`config.mk`:
```
export PLATFORM = sky130hd
export DESIGN_NAME = chime_seq
export DESIGN_NICKNAME = d
export VERILOG_FILES = /design/src/rtl/chime_seq.sv
export SDC_FILE = /design/constraint.sdc
export NUM_CORES = 1
export LEC_CHECK = 0
export BUFFER_PORTS_ARGS = -buffer_cell sky130_fd_sc_hd__buf_2
export CAP_MARGIN = 20
export CORE_ASPECT_RATIO = 1.1
export CORE_UTILIZATION = 55
export DETAILED_ROUTE_END_ITERATION = 8
export PLACE_DENSITY = 0.86
export SETUP_SLACK_MARGIN = 0.5
export SYNTH_ARGS = -nofsm -noshare
export SYNTH_HDL_FRONTEND = slang
export SYNTH_SLANG_ARGS = --single-unit
```
`constraint.sdc`:
```
create_clock -name clk -period 5.48 [get_ports clk]
set_input_delay 1.096 -clock clk [delete_from_list [all_inputs] [get_ports clk]]
set_output_delay 1.096 -clock clk [all_outputs]
set_load 0.005 [all_outputs]
```
`src/rtl/chime_seq.sv`:
```
`timescale 1ns/1ps
module chime_seq #(
  parameter int GW        = 16,
  parameter int ROW_W     = 10,
  parameter int NROWS     = 3,
  parameter int LAST_COLS = 2
) (
  input  logic          clk,
  input  logic          rst,
  input  logic          beat,
  input  logic          start,
  input  logic [1:0]    quarter,
  input  logic [GW-1:0] gate_len,
  output logic [3:0]    tone,
  output logic          busy,
  output logic          done,
  output logic          full
);
  localparam int NSTEPS = ROW_W * (NROWS - 1) + LAST_COLS;
  localparam int IW     = $clog2(NSTEPS);
  localparam int CW     = $clog2(ROW_W);
  localparam int RW     = $clog2(NROWS);

  logic [CW-1:0] col;
  logic [RW-1:0] row;
  logic [1:0]    q_r;
  logic          fin;
  logic [GW-1:0] gcnt;
  logic [IW-1:0] idx, last_idx;
  logic [3:0]    step_tone;
  logic [GW-1:0] eff_len;
  logic          strike;

  assign idx     = IW'(row) * IW'(ROW_W) + IW'(col);
  assign eff_len = (gate_len == '0) ? GW'(1) : gate_len;
  assign strike  = busy && beat && !fin;

  always_comb begin
    case (q_r)
      2'd1:    last_idx = IW'(3);
      2'd2:    last_idx = IW'(9);
      2'd3:    last_idx = IW'(15);
      default: last_idx = IW'(21);
    endcase
  end

  // C=0001 F=0010 G=0100 A=1000
  always_comb begin
    case (int'(idx))
      0:  step_tone = 4'b0010;
      1:  step_tone = 4'b1000;
      2:  step_tone = 4'b0100;
      3:  step_tone = 4'b0001;
      6:  step_tone = 4'b0010;
      7:  step_tone = 4'b0100;
      8:  step_tone = 4'b1000;
      9:  step_tone = 4'b0010;
      12: step_tone = 4'b1000;
      13: step_tone = 4'b0100;
      14: step_tone = 4'b0010;
      15: step_tone = 4'b0001;
      18: step_tone = 4'b0001;
      19: step_tone = 4'b0100;
      20: step_tone = 4'b1000;
      21: step_tone = 4'b0010;
      default: step_tone = 4'b0000;
    endcase
  end

  always_ff @(posedge clk) begin
    if (rst) begin
      busy <= 1'b0;
      fin  <= 1'b0;
      done <= 1'b0;
      full <= 1'b0;
      tone <= '0;
      gcnt <= '0;
      col  <= '0;
      row  <= '0;
      q_r  <= '0;
    end else begin
      done <= 1'b0;
      full <= 1'b0;
      if (!busy) begin
        if (start) begin
          busy <= 1'b1;
          fin  <= 1'b0;
          col  <= '0;
          row  <= '0;
          q_r  <= quarter;
        end
      end else begin
        if (strike) begin
          if (idx == last_idx) fin <= 1'b1;
          else if (col == CW'(ROW_W - 1)) begin
            col <= '0;
            row <= row + 1'b1;
          end else col <= col + 1'b1;
        end
        if (fin && gcnt == '0) begin
          busy <= 1'b0;
          fin  <= 1'b0;
          done <= 1'b1;
          full <= (q_r == 2'd0);
        end
      end
      if (strike && step_tone != '0) begin
        tone <= step_tone;
        gcnt <= eff_len;
      end else if (gcnt != '0) begin
        gcnt <= gcnt - 1'b1;
        if (gcnt == GW'(1)) tone <= '0;
      end
    end
  end

  assert_reset_idle_R1: assert property (@(posedge clk)
    rst |=> (tone == '0 && !busy && !done && !full));

  assert_pos_bound_R2: assert property (@(posedge clk) disable iff (rst)
    (row == RW'(NROWS - 1)) |-> (col < CW'(LAST_COLS)));

  assert_gate_needs_beat_R3: assert property (@(posedge clk) disable iff (rst)
    (tone != '0 && tone != $past(tone)) |-> $past(beat));

  assert_onehot_R6: assert property (@(posedge clk) disable iff (rst)
    $onehot0(tone));

  assert_done_single_R7: assert property (@(posedge clk) disable iff (rst)
    done |=> !done);

  assert_full_with_done_R7: assert property (@(posedge clk) disable iff (rst)
    full |-> done);

  assert_done_ends_busy_R7: assert property (@(posedge clk) disable iff (rst)
    done |-> (!busy && $past(busy) && tone == '0));

  assert_start_ignored_R8: assert property (@(posedge clk) disable iff (rst)
    (busy && start) |=> $stable(q_r));

  assert_idle_quiet_R9: assert property (@(posedge clk) disable iff (rst)
    !busy |-> (tone == '0));
endmodule

```
==> flow_metrics.py, run 1 <==
metrics = {
    "status": {
        "status": "complete, no violations",
    },
    "logic_synthesis": {
        "synth_ff_type": "dfxtp_1",
        "synth_nets": 292,
        "synth_edf_count": 0,
        "syn_avg_cell_area_sq_um": 8.39,
        "syn-cell-area_sq_mm": 0.00216,
        "yosysSeqAreaShare": 0.297,
        "ys_seq_elements": 32,
        "ys_warn_count": 0,
        "async_flop_share": 0,
        "netlist-cell-type-count": 57,
        "syn-instance-count": 257,
    },
    "layout": {
        "drive_gt1_frac": 0.170,
        "seqCellArea_sq_um": 641,
        "nNetsFinal": 317,
        "layout_commonest_cell": "dfxtp_1",
        "area_growth_pct": 11.9,
        "multi_input_area_sq_mm": 0.00143,
        "nFillCells": 326,
        "layout_common_cells": "dfxtp_1, buf_2, nor2_1, nand2_1, a21oi_1",
        "n_antenna_cell": 0,
    },
    "clock_tree": {
        "cts_made_buffers": 5,
        "cts_tree": "done",
        "cts.sinks": 32,
        "path_clk_slew_ns": 0.07,
        "cts_root_buf": "clkbuf_8",
        "postCtsSetupRepairBufs": 0,
        "cts_resized": 0,
        "clk_path_buf_depth": 2,
        "clkLatencyLatePin_ns": 0.29,
        "htreeDepth": 2,
        "cts-hold-fix-buffers": 0,
    },
    "critical_path": {
        "worstPathCellList": "ha_1, fa_1, xor2_1, o211ai_1, a2111oi_2, nor4_1, buf_4, or2_2, a311oi_1",
        "critical_path.top_delay_family": "adder cells",
        "cp-startpoint": "col[1]",
        "critPathMaxStageDelay_ns": 0.73,
        "critPathKind": "reg2reg",
        "critPathCaptureType": "flip-flop",
        "path_buf_inv": 1,
        "r2r_cells": 9,
        "r2r_setup_slack_ns": 2.43,
        "cp-start-kind": "flip-flop",
        "reg2reg_from": "col[1]",
        "crit_arrival_ns": 3.25,
        "r2r-end": "row[1]",
        "worstPathRequired_ns": 5.68,
        "critical_path.slowest_cell": "fa_1",
        "critPathMaxFanout": 12,
    },
    "floorplanning": {
        "die_area_sq_mm": 0.00418,
        "ios": 29,
        "start_util": 0.586,
        "fp.dieH_um": 67.7,
        "row_count": 23,
        "fp.dieW_um": 61.7,
        "coreArea_sq_mm": 0.00368,
    },
    "run": {
        "drv_cap": 0,
    },
    "place": {
        "port_buffers": 28,
        "gp_congestion": 0.885,
        "post-place-ws_ns": 2.46,
        "dp_hpwl_mm": 3.33,
    },
    "worst_hold_path": {
        "min_from": "tone[3]",
        "hold_depth": 2,
        "hold_class": "reg2reg",
        "worstHoldEndpoint": "tone[3]",
    },
    "grt": {
        "antenna_found_initial": 0,
        "grt_util_met2": 0.446,
        "gr-max-usage-layer": "met2",
        "use_met1": 0.291,
        "gr-total-overflow": 0,
        "use_met3": 0.0498,
        "grt_pass1_wl_mm": 7.83,
        "grt.total_usage": 0.257,
        "first_global_vias": 1833,
        "grt_max_degree": 36,
    },
    "timing": {
        "hold_viol": 0,
        "slew-limit-headroom": 0.419,
        "rsz0062_at_grt": "false",
        "setup-violations-final": 0,
        "setup_tns_ns": 0,
        "drv_slew": 0,
        "clock.fmax_mhz": 328,
        "skew_ns": 0.00395,
        "layout_setup_ws_ns": 2.43,
        "fin_crit_sh": 0.556,
        "post-route-min-period_ns": 3.05,
        "worstMarginPinSlew_ns": 0.868,
    },
    "drt": {
        "ant_nets": 0,
        "drt_iter0_drc": 123,
        "wire_per_inst_um": 14.5,
        "detail_route.vias_per_cell": 5.98,
        "vias": 1990,
        "drc": 0,
        "wl_mm": 4.82,
        "firstDrtPassIters": 4,
    },
    "power": {
        "vdd_drop_max_mv": 0.159,
        "power.density_mw_per_mm2": 409,
        "fin_total_pwr_uw": 987,
        "p_leak_nw": 0.968,
    },
}
## worst reg2reg max path, stage by stage (launching register included)
cell and delay [ns]:
dfxtp_1 0.35, ha_1 0.24, fa_1 0.73, xor2_1 0.20
o211ai_1 0.15, a2111oi_2 0.44, nor4_1 0.10, buf_4 0.18
or2_2 0.29, a311oi_1 0.26
## sequential cells by signal (all words and copies together), names as in the netlist
| register | cells |
|---|---|
| tone | 4 |
| fin | 1 |
| row | 2 |
| done | 1 |
| busy | 1 |
| col | 4 |
| gcnt | 16 |
| q_r | 2 |
| full | 1 |
## Yosys cell counts (all sizes together), types with 3 or more instances
library cell   n  share of area
nor3          12          0.030
and3           3          0.011
dfxtp         32           0.30
nor4          11          0.032
clkbuf         6          0.010
ha            12          0.070
nor2b          3         0.0087
or4            3          0.010
a311oi         3          0.015
nand3b         8          0.028
or3           12          0.037
a31o           3          0.012
mux2i          7          0.032
nand2         21          0.037
xnor2         14          0.057
a21oi         17          0.039
buf            6          0.018
nor2          21          0.037
a31oi          3         0.0087
nor4b          3          0.012
nand3          4         0.0093
inv           10          0.017
xor2           6          0.028
o21ai          7          0.016
## how the worst max path moves through the flow
stage | slack, ns | depth (start not counted) | end
after floorplan | 2.89 | 9 | col[1]
after global placement | 2.60 | 9 | row[0]
after detailed placement | 2.46 | 9 | row[1]
after CTS | 2.45 | 9 | row[0]
after global routing | 2.23 | 9 | gcnt[9]
final | 2.43 | 9 | row[1]
## cell type report
class,instances,share of cell area
clock buffer,8,0.0373
inverter,10,0.0155
multi-input combinational,203,0.592
sequential,32,0.265
tap,50,0.0259
timing repair buffer,30,0.0642
## where the power goes
part	switching, mW	internal [mW]
clock	0.0893	0.102
sequential	0.0667	0.289
combinational	0.228	0.212
## cell families after synthesis
family,after synthesis,synth area share
adder cells (fa/ha/maj),13,0.0789
multiplexers,7,0.0325
AND/OR/NAND/NOR,110,0.284
buffers and inverters,22,0.0458
XOR/XNOR,20,0.0847
AO/OA/AOI/OAI,53,0.177
flip-flops,32,0.297
## layer usage
metal  wire length, um  up-vias
met4               116        0
met5                 0        -
met1              2150      933
li1                  -      993
met2              2330       54
met3               229       10
## stage by stage
stage                     std cells  hold slack, ns  utilization  instance area, sq um
after floorplan                 257           0.475            -                  2160
after global placement          325           0.468        0.631                  2320
after detailed placement        325           0.478        0.631                  2320
after CTS                       333           0.489        0.656                  2410
after global routing            333           0.525        0.656                  2410
final                           333           0.484        0.656                  2410
(Power assumes the default switching activity.)
==> inputs of run 2 (changes only) <==
Clock period 5.48 ns to 2.9 ns, I/O delays scaled along.
==> run 2 against run 1 <==
Critical path depth grew 2. Wire length is 29% higher. Fmax rose by 11%. Setup slack lost 2.3 ns. Utilization is 9.7 points higher. Sequential share of layout area down 3.0 points. Largest power group unchanged. Sequential power rose by 90%. Combinational power is 100% higher. Largest cell class unchanged.
==> flow_metrics.py, run 2 (synthesis gave the netlist of run 1 again) <==
metrics = {
    "clock_tree": {
        "cts-hold-fix-buffers": 0,
        "htreeDepth": 2,
        "path_clk_slew_ns": 0.06,
        "cts_made_buffers": 5,
        "clkLatencyLatePin_ns": 0.29,
        "cts_root_buf": "clkbuf_8",
        "cts.sinks": 32,
        "clk_path_buf_depth": 2,
        "cts_tree": "done",
    },
    "timing": {
        "rsz0062_at_grt": "true",
        "clock.fmax_mhz": 364,
        "setup-violations-final": 0,
        "fin_crit_sh": 0.946,
        "layout_setup_ws_ns": 0.155,
        "post-route-min-period_ns": 2.74,
        "worstMarginPinSlew_ns": 0.670,
        "drv_slew": 0,
        "skew_ns": 0.00343,
        "hold_viol": 0,
        "slew-limit-headroom": 0.553,
        "setup_tns_ns": 0,
    },
    "floorplanning": {
        "start_util": 0.586,
        "fp.dieW_um": 61.7,
        "die_area_sq_mm": 0.00418,
        "coreArea_sq_mm": 0.00368,
        "fp.dieH_um": 67.7,
        "row_count": 23,
        "ios": 29,
    },
    "run": {
        "drv_cap": 0,
    },
    "drt": {
        "wire_per_inst_um": 17.6,
        "met1_length_mm": 2.50,
        "highest_layer": "met4",
        "dr_wl_met3_um": 366,
        "detail_route.vias_per_cell": 6.16,
        "vias": 2173,
        "ant_nets": 0,
        "wl_mm": 6.22,
        "drc": 0,
        "met2_length_mm": 3.17,
        "firstDrtPassIters": 7,
        "drt_iter0_drc": 174,
    },
    "critical_path": {
        "crit_top_cell": "buf_4",
        "critPathKind": "reg2reg",
        "worstPathRequired_ns": 3.12,
        "critical_path.slowest_cell": "a2111oi_4",
        "r2r_cells": 11,
        "cp-start-kind": "flip-flop",
        "critPathMaxFanout": 7,
        "critPathCaptureType": "flip-flop",
        "crit_arrival_ns": 2.97,
        "critPathMaxStageDelay_ns": 0.39,
        "worstPathCellList": "buf_4, ha_4, a21o_4, or3_4, a2111oi_4, a311oi_4, buf_6, clkbuf_16, buf_4, a211o_1, a21oi_2",
    },
    "worst_hold_path": {
        "hold_depth": 2,
        "hold_class": "reg2reg",
    },
    "layout": {
        "nFillCells": 253,
        "seqCellArea_sq_um": 652,
        "instances_no_fill": 353,
        "area_growth_pct": 28.5,
        "layout_commonest_cell": "buf_2",
        "n_antenna_cell": 0,
        "nNetsFinal": 338,
        "largest_register_ffs": 16,
        "multi_input_area_sq_mm": 0.00157,
        "drive_gt1_frac": 0.300,
        "reg.largest.list": "gcnt (16), col (4), tone (4)",
        "top_register": "gcnt",
        "layout_common_cells": "buf_2, dfxtp_1, nand2_1",
    },
    "power": {
        "power.density_mw_per_mm2": 687,
        "p_leak_nw": 1.11,
        "vdd_drop_max_mv": 0.386,
    },
    "grt": {
        "antenna_found_initial": 0,
        "first_global_vias": 1895,
        "grt.total_usage": 0.270,
        "gr-total-overflow": 0,
        "grt_pass1_wl_mm": 8.17,
        "grt_max_degree": 35,
    },
    "place": {
        "post-place-ws_ns": 0.202,
        "port_buffers": 28,
        "place_inst": 329,
        "dp_hpwl_mm": 3.33,
        "gp_congestion": 0.906,
    },
    "status": {
        "status": "complete, no violations",
    },
}
==> run 2: final cells by class <==
class,instances,share of cell area
Multi-Input combinational cell,203,0.565
Inverter,10,0.0135
Sequential cell,32,0.235
Timing Repair Buffer,51,0.135
Tap cell,50,0.0226
Clock inverter,1,0.00181
Clock buffer,6,0.0262
==> run 2: path summary, 6_finish.rpt <==
check	to	startpoint	slack, ns
setup / recovery	gcnt[3]	row[0]	0.16
hold / removal	tone[2]	tone[2]	0.49
setup reg to reg	gcnt[3]	row[0]	0.16
hold reg to reg	tone[2]	tone[2]	0.49
==> run 2: per-stage QoR <==
step           area [sq um]  utilization  total power, mW  hold slack (ns)
2_1_floorplan          2200            -             1.33            0.475
6_report               2770        0.752             1.90            0.487
4_1_cts                2570        0.699             1.83            0.481
3_3_place_gp           2400        0.653             1.47            0.467
3_5_place_dp           2400        0.653             1.49            0.469
5_1_grt                2770        0.752             2.04            0.514
==> run 2: power by group <==
group / internal, mW / switching [mW] / leakage, nW
registers: 0.545 / 0.133 / 0.265
logic: 0.431 / 0.465 / 0.804
clock network: 0.163 / 0.168 / 0.0410
total: 1.14 / 0.766 / 1.11
==> run 2: timing repair <==
action / CTS / global route
buffers inserted: 6 / 8
cloned: 0 / 3
pin swaps: 3 / 5
endpoints found under the setup margin: 25 / 26
resized for setup: 7 / 16
==> run 2: metal layers <==
layer,track usage,vias up
met1,0.299,1021
met4,0.139,0
met5,0,-
met3,0.0843,21
li1,-,1035
met2,0.456,96
==> run 2: critical path, delay by kind of cell (launching register included) <==
kind / cells / cell delay (ns)
fa+ha+maj: 1 / 0.25
buf+inv: 4 / 0.58
flops: 1 / 0.36
compound gates: 5 / 1.09
simple gates: 1 / 0.38
